`src/rtl/gpt_pkg.sv`:
```
package gpt_pkg;

   typedef enum logic [1:0] {
      REG_CTRL   = 2'd0,
      REG_COUNT  = 2'd1,
      REG_PERIOD = 2'd2,
      REG_STATUS = 2'd3
   } reg_sel_e;

   typedef struct packed {
      logic       irq_en;     // bit 7
      logic       idle_stop;  // bit 6
      logic [1:0] ps_sel;     // bits 5:4
      logic       gate_mode;  // bit 3
      logic       sync_ext;   // bit 2
      logic       src_ext;    // bit 1
      logic       run_en;     // bit 0
   } ctrl_t;

   localparam int unsigned CTRL_W = $bits(ctrl_t);

endpackage

```
`src/rtl/gpt_src_sel.sv`:
```
module gpt_src_sel #(
   parameter int unsigned SYNC_STAGES = 2,
   parameter bit          HAS_SYNC    = 1'b1
) (
   input  logic clk,
   input  logic rst_n,
   input  logic tcy_en,
   input  logic ext_clk_i,
   input  logic gate_i,
   input  logic src_ext,
   input  logic sync_ext,
   input  logic gate_mode,
   output logic src_evt
);

   logic sync_pulse;

   if (SYNC_STAGES < 2) begin : g_bad_stages
      $error("gpt_src_sel: SYNC_STAGES must be at least 2");
   end

   if (HAS_SYNC) begin : g_sync
      // synchronizer stages plus one extra flop for edge detection
      logic [SYNC_STAGES:0] sh_q;
      always_ff @(posedge clk) begin
         if (!rst_n) sh_q <= '0;
         else        sh_q <= {sh_q[SYNC_STAGES-1:0], ext_clk_i};
      end
      assign sync_pulse = sh_q[SYNC_STAGES-1] & ~sh_q[SYNC_STAGES];

      a_r7_one_cycle_pulse : assert property (@(posedge clk) disable iff (!rst_n)
         sync_pulse |=> !sync_pulse);
   end else begin : g_nosync
      assign sync_pulse = ext_clk_i;
   end

   always_comb begin
      if (src_ext) src_evt = sync_ext ? sync_pulse : ext_clk_i;
      else         src_evt = tcy_en & (~gate_mode | gate_i);
   end

endmodule

```
`src/rtl/gpt_prescaler.sv`:
```
module gpt_prescaler #(
   parameter int unsigned PS_W = 8
) (
   input  logic            clk,
   input  logic            rst_n,
   input  logic            adv,
   input  logic            clr,
   input  logic [1:0]      sel,
   output logic            tick
);

   logic [PS_W-1:0] pcnt_q;
   logic [PS_W-1:0] last_val;

   if (PS_W < 8) begin : g_bad_width
      $error("gpt_prescaler: PS_W must hold a 1:256 ratio");
   end

   always_comb begin
      case (sel)
         2'd0:    last_val = '0;
         2'd1:    last_val = PS_W'(7);
         2'd2:    last_val = PS_W'(63);
         default: last_val = PS_W'(255);
      endcase
   end

   assign tick = adv & (pcnt_q == last_val);

   always_ff @(posedge clk) begin
      if (!rst_n)   pcnt_q <= '0;
      else if (clr) pcnt_q <= '0;
      else if (adv) pcnt_q <= tick ? '0 : pcnt_q + 1'b1;
   end

   a_r8_prescaler_hold : assert property (@(posedge clk) disable iff (!rst_n)
      (!adv && !clr) |=> $stable(pcnt_q));

   a_r8_prescaler_clear : assert property (@(posedge clk) disable iff (!rst_n)
      clr |=> (pcnt_q == '0));

endmodule

```
`src/rtl/gpt_counter.sv`:
```
module gpt_counter #(
   parameter int unsigned CNT_W = 16
) (
   input  logic             clk,
   input  logic             rst_n,
   input  logic             tick,
   input  logic             ld,
   input  logic [CNT_W-1:0] ld_val,
   input  logic [CNT_W-1:0] period,
   input  logic             flag_clr,
   output logic [CNT_W-1:0] cnt,
   output logic             flag
);

   logic match;
   assign match = (cnt == period);

   always_ff @(posedge clk) begin
      if (!rst_n)    cnt <= '0;
      else if (ld)   cnt <= ld_val;
      else if (tick) cnt <= match ? '0 : cnt + 1'b1;
   end

   always_ff @(posedge clk) begin
      if (!rst_n)                    flag <= 1'b0;
      else if (tick && match && !ld) flag <= 1'b1;
      else if (flag_clr)             flag <= 1'b0;
   end

   a_r3_wrap_sets_flag : assert property (@(posedge clk) disable iff (!rst_n)
      (tick && match && !ld) |=> (cnt == '0) && flag);

   a_r3_no_step_holds : assert property (@(posedge clk) disable iff (!rst_n)
      (!tick && !ld) |=> $stable(cnt));

   a_r9_load_wins : assert property (@(posedge clk) disable iff (!rst_n)
      ld |=> (cnt == $past(ld_val)));

   a_r12_flag_sticky : assert property (@(posedge clk) disable iff (!rst_n)
      (flag && !flag_clr) |=> flag);

endmodule

```
`src/rtl/gated_period_timer.sv`:
```
module gated_period_timer
   import gpt_pkg::*;
#(
   parameter int unsigned CNT_W       = 16,
   parameter int unsigned PS_W        = 8,
   parameter int unsigned SYNC_STAGES = 2,
   parameter bit          HAS_SYNC    = 1'b1
) (
   input  logic             clk,
   input  logic             rst_n,
   input  logic             tcy_en,
   input  logic             ext_clk_i,
   input  logic             gate_i,
   input  logic             idle_i,
   input  logic             sleep_i,
   input  logic             wr_en,
   input  logic [1:0]       wr_addr,
   input  logic [CNT_W-1:0] wr_data,
   output logic [CNT_W-1:0] count_o,
   output logic             flag_o,
   output logic             irq_o
);

   if (CNT_W < CTRL_W) begin : g_bad_cnt_w
      $error("gated_period_timer: CNT_W must cover the control word");
   end

   ctrl_t            ctrl_q;
   ctrl_t            ctrl_new;
   logic [CNT_W-1:0] period_q;
   logic             wr_ctrl, wr_cnt, wr_per, wr_stat;
   logic             running, src_evt, adv, ps_clr, tick;

   assign wr_ctrl  = wr_en && (wr_addr == REG_CTRL);
   assign wr_cnt   = wr_en && (wr_addr == REG_COUNT);
   assign wr_per   = wr_en && (wr_addr == REG_PERIOD);
   assign wr_stat  = wr_en && (wr_addr == REG_STATUS);
   assign ctrl_new = ctrl_t'(wr_data[CTRL_W-1:0]);

   always_ff @(posedge clk) begin
      if (!rst_n) begin
         ctrl_q   <= '0;
         period_q <= '1;
      end else begin
         if (wr_ctrl) ctrl_q   <= ctrl_new;
         if (wr_per)  period_q <= wr_data;
      end
   end

   // sleep keeps only the unsynchronized external path alive
   assign running = ctrl_q.run_en
                  & ~(idle_i & ctrl_q.idle_stop)
                  & ~(sleep_i & ~(ctrl_q.src_ext & ~ctrl_q.sync_ext));

   // prescaler clock is stopped while disabled, so clears need run_en
   assign ps_clr = ctrl_q.run_en & (wr_cnt | (wr_ctrl & ~ctrl_new.run_en));

   gpt_src_sel #(
      .SYNC_STAGES (SYNC_STAGES),
      .HAS_SYNC    (HAS_SYNC)
   ) src_i (
      .clk       (clk),
      .rst_n     (rst_n),
      .tcy_en    (tcy_en),
      .ext_clk_i (ext_clk_i),
      .gate_i    (gate_i),
      .src_ext   (ctrl_q.src_ext),
      .sync_ext  (ctrl_q.sync_ext),
      .gate_mode (ctrl_q.gate_mode),
      .src_evt   (src_evt)
   );

   assign adv = src_evt & running;

   gpt_prescaler #(
      .PS_W (PS_W)
   ) ps_i (
      .clk   (clk),
      .rst_n (rst_n),
      .adv   (adv),
      .clr   (ps_clr),
      .sel   (ctrl_q.ps_sel),
      .tick  (tick)
   );

   gpt_counter #(
      .CNT_W (CNT_W)
   ) cnt_i (
      .clk      (clk),
      .rst_n    (rst_n),
      .tick     (tick),
      .ld       (wr_cnt),
      .ld_val   (wr_data),
      .period   (period_q),
      .flag_clr (wr_stat & wr_data[0]),
      .cnt      (count_o),
      .flag     (flag_o)
   );

   assign irq_o = flag_o & ctrl_q.irq_en;

   a_r12_irq_needs_flag : assert property (@(posedge clk) disable iff (!rst_n)
      irq_o |-> flag_o);

   a_r11_sleep_internal_frozen : assert property (@(posedge clk) disable iff (!rst_n)
      (sleep_i && !ctrl_q.src_ext && !wr_cnt) |=> $stable(count_o));

   a_r8_disabled_frozen : assert property (@(posedge clk) disable iff (!rst_n)
      (!ctrl_q.run_en && !wr_cnt) |=> $stable(count_o));

endmodule

```
`config.mk`:
```
export PLATFORM = sky130hd
export DESIGN_NAME = gated_period_timer
export DESIGN_NICKNAME = d
export VERILOG_FILES = /design/src/rtl/gpt_pkg.sv /design/src/rtl/gpt_src_sel.sv /design/src/rtl/gpt_prescaler.sv /design/src/rtl/gpt_counter.sv /design/src/rtl/gated_period_timer.sv
export SDC_FILE = /design/constraint.sdc
export NUM_CORES = 1
export LEC_CHECK = 0
export ABC_AREA = 1
export ABC_CLOCK_PERIOD_IN_PS = 4320
export BUFFER_PORTS_ARGS = -buffer_cell sky130_fd_sc_hd__buf_2
export CELL_PAD_IN_SITES_DETAIL_PLACEMENT = 0
export CELL_PAD_IN_SITES_GLOBAL_PLACEMENT = 1
export CORE_MARGIN = 4
export CORE_UTILIZATION = 43
export CTS_CLUSTER_DIAMETER = 100
export DETAILED_ROUTE_END_ITERATION = 10
export PLACE_DENSITY_LB_ADDON = 0.1
export SLEW_MARGIN = 10
export SYNTH_ARGS = -nofsm -noshare
export SYNTH_HDL_FRONTEND = slang
export SYNTH_SLANG_ARGS = --single-unit
```
`constraint.sdc`:
```
create_clock -name clk -period 4.32 [get_ports clk]
set_clock_uncertainty 0.2 [all_clocks]
set_input_delay 0.432 -clock clk [delete_from_list [all_inputs] [get_ports clk]]
set_output_delay 0.432 -clock clk [all_outputs]
set_load 0.05 [all_outputs]
```
==> qor.yml, run 1 <==
synth-seq-cells: 52
synth_flop_cell: "dfxtp_1"
end_kind: "register"
port_buffers: 43
wl_per_cell_um: 13.1
yosys.cell_count.top_type: "nand2_1"
final_max_slew_viol_count: 0
tns_ns: 0
cts.sinks: 52
crit_path_start_kind: "input port"
cts_setup_buffers: 0
grt_pass1_wl_um: 13400
crit_slowest_cell: "clkinv_1"
numCtsBuffers: 5
postSynthCellCount: 501
dp_hpwl_um: 6240
layout_min_cycle_time_ns: 2.08
drcViolationCount: 0
grt_pass1_vias: 2762
n_antenna_cell: 0
antenna_found_initial: 0
path_clk_slew_ns: 0.09
via_count: 3054
cts_resized: 0
htreeDepth: 2
cpLargestDelayFamily: "buffers and inverters"
setup_viol: 0
rsz0062_at_grt: "no"
initial_core_util: 0.452
die_h_um: 93.7
syn_area_per_cell_um2: 6.30
slew_headroom: 0.641
cts_hold_buf: 0
cts_tree: "built"
crit_chain: "buf_2, clkinv_1, nor2_1, o21ai_2, inv_2, o21ai_0, a21oi_1"
regToRegSetupSlack_ns: 2.29
maxCapViolations: 0
io_pins: 44
worstSetupPathType: "in -> reg"
grt_max_degree: 35
max_freq_ghz: 0.480
status: "finished, final reports clean"
yosysSeqAreaShare: 0.330
finalPower_mw: 0.951
fin_nets: 565
viasPerCell: 4.82
syn_area_mm2: 0.00316
root_buffer: "clkbuf_8"
synth.area.top_cells: "dfxtp_1 (33%), nand2_1 (18%), inv_1 (8.6%)"
firstDrtPassIters: 5
grt_busiest_layer: "met2"
p_leak_nw: 1.72
routabilityCongestion: 0.841
drtIter0Drc: 152
area_delta_synth_final_pct: 10.9
yosysTopAreaCell: "dfxtp_1"
hp-class: "in -> reg"
yosysWarnings: 0
die_x_um: 93.7
critPathRequiredTime_ns: 4.36
hold_viol_final: 0
track_usage: 0.196
crit_arrival_ns: 2.12
fp-row-count: 30
grt_overflow: 0
tightest_slew_ns: 0.535
met2_usage: 0.344
drive_gt1_frac: 0.147
clock_latency_ns: 0.30
async_reset_ff_frac: 0
die_area_mm2: 0.00878
ys_types: 33
ir_worst_vdd_mv: 0.117
slowest_delay_ns: 0.59
synth_edf_count: 0
path_buf_inv: 3
power.density_mw_per_mm2: 272
post-route-period-util: 0.482
cts_buffer_depth: 2
cp_max_fo: 28
synthTopCellsByCount: "nand2_1 (150), inv_1 (72), nor2_1 (55)"
grt_use_met3: 0.0345
totalWireLength_um: 8280
ant_nets: 0
syn-num-nets: 529
coreArea_mm2: 0.00698
use_met1: 0.246
synth_top_area_share: 0.330
[final timing paths]
check                                  start                         endpoint  depth (start not counted)
max                                    rst_n      ps_i.pcnt_q[4]$_SDFFE_PP0P_                          7
min                                ext_clk_i  src_i.g_sync.sh_q[0]$_SDFF_PN0_                          3
min reg2reg  src_i.g_sync.sh_q[0]$_SDFF_PN0_  src_i.g_sync.sh_q[1]$_SDFF_PN0_                          2
max reg2reg        cnt_i.cnt[1]$_SDFFE_PN0P_       cnt_i.cnt[10]$_SDFFE_PN0P_                          7
[metrics by stage]
stage	setup WS [ns]	std cells	area (um2)	utilization	hold WS [ns]
4_1_cts	2.20	634	3500	0.501	0.117
5_1_grt	1.93	634	3500	0.501	0.133
3_3_place_gp	1.94	626	3410	0.488	0.193
2_1_floorplan	2.26	501	3160	-	0.190
6_report	2.24	634	3500	0.501	0.125
3_5_place_dp	1.90	626	3410	0.488	0.202
[per-layer routing]
layer / part of all wire / vias to the layer above / wire [um]
met2: 0.50 / 55 / 4110
met4: 0.012 / 0 / 98
li1: - / 1651 / -
met3: 0.035 / 6 / 292
met1: 0.46 / 1342 / 3790
met5: 0 / - / 0
[cell type report]
class	instances	area, um2
clock inverter	1	7.51
inverter	78	293
multi-input combinational	355	1720
clock buffer	7	86.3
sequential	52	1040
tap	96	120
timing repair buffer	45	230
fill	759	3480
[sequential cells by signal (all words and copies together), names as in the netlist]
register           flops
ctrl_q                 8
ps_i.pcnt_q            8
period_q              16
src_i.g_sync.sh_q      3
cnt_i.cnt             16
cnt_i.flag             1
[power by group]
part	switching, mW	total, mW	internal, mW
Clock	0.157	0.288	0.131
Sequential	0.0195	0.517	0.498
Combinational	0.0986	0.146	0.0478
Total	0.275	0.951	0.676
[kinds of logic after synthesis]
group	count (synthesis)	synth area share
adder cells (fa/ha/maj)	2	0.00792
AND/OR/NAND/NOR	286	0.407
XOR/XNOR	10	0.0277
buffers and inverters	94	0.125
AO/OA/AOI/OAI	57	0.103
flip-flops	52	0.330
[cells in the final DEF (no fill, tap or decap), drive strengths merged]
master    Yosys  layout
nand2       157     157
inv          77      77
nor2         62      62
dfxtp        52      52
buf          10      45
nand3        38      38
a21oi        32      32
nand4        23      23
o21ai        15      15
xor2          9       9
o211ai        9       9
clkbuf        6       7
nor3          4       4
ha            2       2
clkinv        1       1
or2           1       1
xnor2         1       1
nor4          1       1
o21a          1       1
clkinvlp      0       1
[worst min-delay path: stages]
cell,delay (ns)
buf_2,0.09
nand2_1,0.04
inv_1,0.04
No activity file was read; power rests on OpenSTA's default activity.
==> run 2: changes to the inputs <==
--- a/config.mk
+++ b/config.mk
@@ -5,13 +5,13 @@
 export SDC_FILE = /design/constraint.sdc
 export NUM_CORES = 1
 export LEC_CHECK = 0
-export ABC_AREA = 1
-export ABC_CLOCK_PERIOD_IN_PS = 4320
+export ABC_AREA = 0
+export ABC_CLOCK_PERIOD_IN_PS = 1800
 export BUFFER_PORTS_ARGS = -buffer_cell sky130_fd_sc_hd__buf_2
 export CELL_PAD_IN_SITES_DETAIL_PLACEMENT = 0
 export CELL_PAD_IN_SITES_GLOBAL_PLACEMENT = 1
 export CORE_MARGIN = 4
-export CORE_UTILIZATION = 43
+export CORE_UTILIZATION = 37
 export CTS_CLUSTER_DIAMETER = 100
 export DETAILED_ROUTE_END_ITERATION = 10
 export PLACE_DENSITY_LB_ADDON = 0.1
==> constraint.sdc (replaced) <==
create_clock -name clk -period 1.8 [get_ports clk]
set_clock_uncertainty 0.2 [all_clocks]
set_input_delay 0.18 -clock clk [delete_from_list [all_inputs] [get_ports clk]]
set_output_delay 0.18 -clock clk [all_outputs]
set_load 0.05 [all_outputs]
==> qor.yml, run 2 <==
synth-xor-area-share: 0.0740
final_common_cell: "nand2_1"
cp_max_fo: 6
drtIter0Drc: 117
fp-row-count: 31
worstReg2RegStart: "ctrl_q[4]$_SDFFE_PN0N_"
cts_buffer_depth: 2
post-route-period-util: 1.17
async_reset_ff_frac: 0
firstDrtPassIters: 4
fillers: 753
hold_depth: 4
ant_nets: 0
critPathRequiredTime_ns: 1.79
hold_end: "cnt_i.flag$_SDFFE_PN0P_"
port_buffers: 43
ys_types: 58
synth-seq-cells: 52
register_area_mm2: 0.00110
cts_tree: "built"
rsz0062_at_grt: "yes"
track_usage: 0.205
drcViolationCount: 0
coreArea_mm2: 0.00721
fin_util: 0.542
tns_ns: -6.07
worstSetupPathType: "reg -> reg"
tightest_slew_ns: 0.627
power.density_mw_per_mm2: 650
wl_met2_um: 3920
ir_worst_vdd_mv: 0.409
initial_core_util: 0.377
wl_met1_um: 4090
yosysTopAreaCell: "dfxtp_1"
maxCapViolations: 0
crit_path_start_kind: "register"
hp-class: "in -> reg"
hold_viol_final: 0
postSynthCellCount: 338
grt_pass1_vias: 2724
layout_min_cycle_time_ns: 2.11
synth_edf_count: 0
min_from: "wr_addr[1]"
via_count: 2776
end_kind: "register"
synth-simple-area-share: 0.330
p_leak_nw: 1.62
dp_hpwl_um: 6190
die_area_mm2: 0.00879
htreeDepth: 2
status: "finished, violations left"
grt_max_degree: 39
slowest_delay_ns: 0.53
yosys.cell_count.top_type: "nand2_1"
grt_overflow: 0
violations: "negative setup slack"
wl_per_cell_um: 15.7
syn_area_mm2: 0.00272
max_freq_ghz: 0.475
viasPerCell: 5.13
final_max_slew_viol_count: 0
synth_top_family_by_area: "simple AND/OR/NAND/NOR gates"
syn_area_per_cell_um2: 8.06
die_x_um: 93.8
area_delta_synth_final_pct: 43.5
largestRegisters: "cnt_i.cnt (16), period_q (16)"
yosysSeqAreaShare: 0.382
die_h_um: 93.8
reg2reg_depth: 6
io_pins: 44
routabilityCongestion: 0.884
crit_arrival_ns: 2.10
setup_viol: 25
multi_input_area_mm2: 0.00176
finalPower_mw: 2.54
grt_pass1_wl_um: 14000
path_clk_slew_ns: 0.10
r2r_end: "cnt_i.cnt[12]$_SDFFE_PN0P_"
synth.area.top_cells: "dfxtp_1 (38%), nand2_1 (9.2%), xnor2_1 (7.1%)"
routed.top_layer: "met4"
drive_gt1_frac: 0.357
slew_headroom: 0.577
crit_slowest_cell: "or4_4"
numCtsBuffers: 5
cts.sinks: 52
syn-num-nets: 366
dpl_cell_area_mm2: 0.00352
fin_nets: 469
synth-compound-area-share: 0.143
antenna_found_initial: 0
clock_latency_ns: 0.31
layout_common_cells: "nand2_1 (67), buf_4 (49), buf_2 (43)"
crit_chain: "or4_4, o22ai_4, nand3_4, nor2_4, o22ai_1, a221o_1"
regToRegSetupSlack_ns: -0.31
root_buffer: "clkbuf_8"
synthAdderAreaFrac: 0.00919
fin_ws_ns: -0.307
synth_top_area_share: 0.382
met3WireLength_um: 334
n_antenna_cell: 0
totalWireLength_um: 8520
muxShareOfSynthArea: 0.0294
synth_flop_cell: "dfxtp_1"
fin_area_mm2: 0.00391
yosysWarnings: 0
synthTopCellsByCount: "nand2_1 (67), dfxtp_1 (52), nand3_1 (26)"
-- run 2: cell types whose count changed after synthesis, sizes merged, moves of 10 or more --
cell / delta
a21oi: -25
inv: -75
nand2: -90
nand3: -10
nand4: -15
nor2: -39
nor2b: +13
xnor2: +21
-- run 2: critical path: cells and delay by family (launching register included) --
kind	cells	cell delay, ns
AND/OR/NAND/NOR	3	0.90
flip-flops	1	0.33
AO/OA/AOI/OAI	3	0.56
-- run 2: how the worst max path moves through the flow --
stage / startpoint / to / slack [ns]
6_report: ctrl_q[4]$_SDFFE_PN0N_ / cnt_i.cnt[12]$_SDFFE_PN0P_ / -0.31
5_1_grt: ctrl_q[4]$_SDFFE_PN0N_ / cnt_i.cnt[7]$_SDFFE_PN0P_ / -0.36
4_1_cts: ctrl_q[4]$_SDFFE_PN0N_ / cnt_i.cnt[7]$_SDFFE_PN0P_ / -0.31
3_5_place_dp: ctrl_q[4]$_SDFFE_PN0N_ / cnt_i.cnt[8]$_SDFFE_PN0P_ / -0.33
3_3_place_gp: ctrl_q[4]$_SDFFE_PN0N_ / cnt_i.cnt[3]$_SDFFE_PN0P_ / -0.30
2_1_floorplan: ctrl_q[4]$_SDFFE_PN0N_ / cnt_i.cnt[6]$_SDFFE_PN0P_ / -0.29
-- run 2: power breakdown --
group	total, mW	switching (mW)	internal (mW)
combinational	0.634	0.367	0.267
clock	0.655	0.381	0.274
sequential	1.25	0.0432	1.21
total	2.54	0.791	1.75
-- run 2: cell type report --
cell class	instances	area share
multi-input combinational	266	0.451
inverter	2	0.00192
clock inverter	1	0.00128
clock buffer	7	0.0195
sequential	52	0.281
tap	99	0.0317
timing repair buffer	114	0.214
-- run 2: what timing repair did --
action / CTS / global route
hold endpoints to repair: 34 / 0
resized for setup: 14 / 17
gates cloned: 1 / 0
buffers inserted: 0 / 0
hold buffers: 17 / 0
setup endpoints to repair: 25 / 25
pin swaps: 20 / 10
-- run 2: stage by stage --
stage          hold slack, ns  worst slack (ns)  cells
2_1_floorplan          0.0883            -0.294    338
3_3_place_gp            0.208            -0.298    515
3_5_place_dp            0.205            -0.334    515
4_1_cts                0.0565            -0.306    541
5_1_grt                 0.113            -0.363    541
6_report               0.0681            -0.307    541
-- run 2: cells by family after synthesis --
family,count (synthesis)
simple gates,178
compound gates,54
flops,52
xor+xnor,23
buf+inv,21
mux,8
fa+ha+maj,2
-- run 2: routing by layer --
metal / global-route usage / vias up
met5: 0 / -
met4: 0.0686 / 0
met3: 0.0393 / 13
met2: 0.323 / 63
met1: 0.280 / 1300
li1: - / 1400
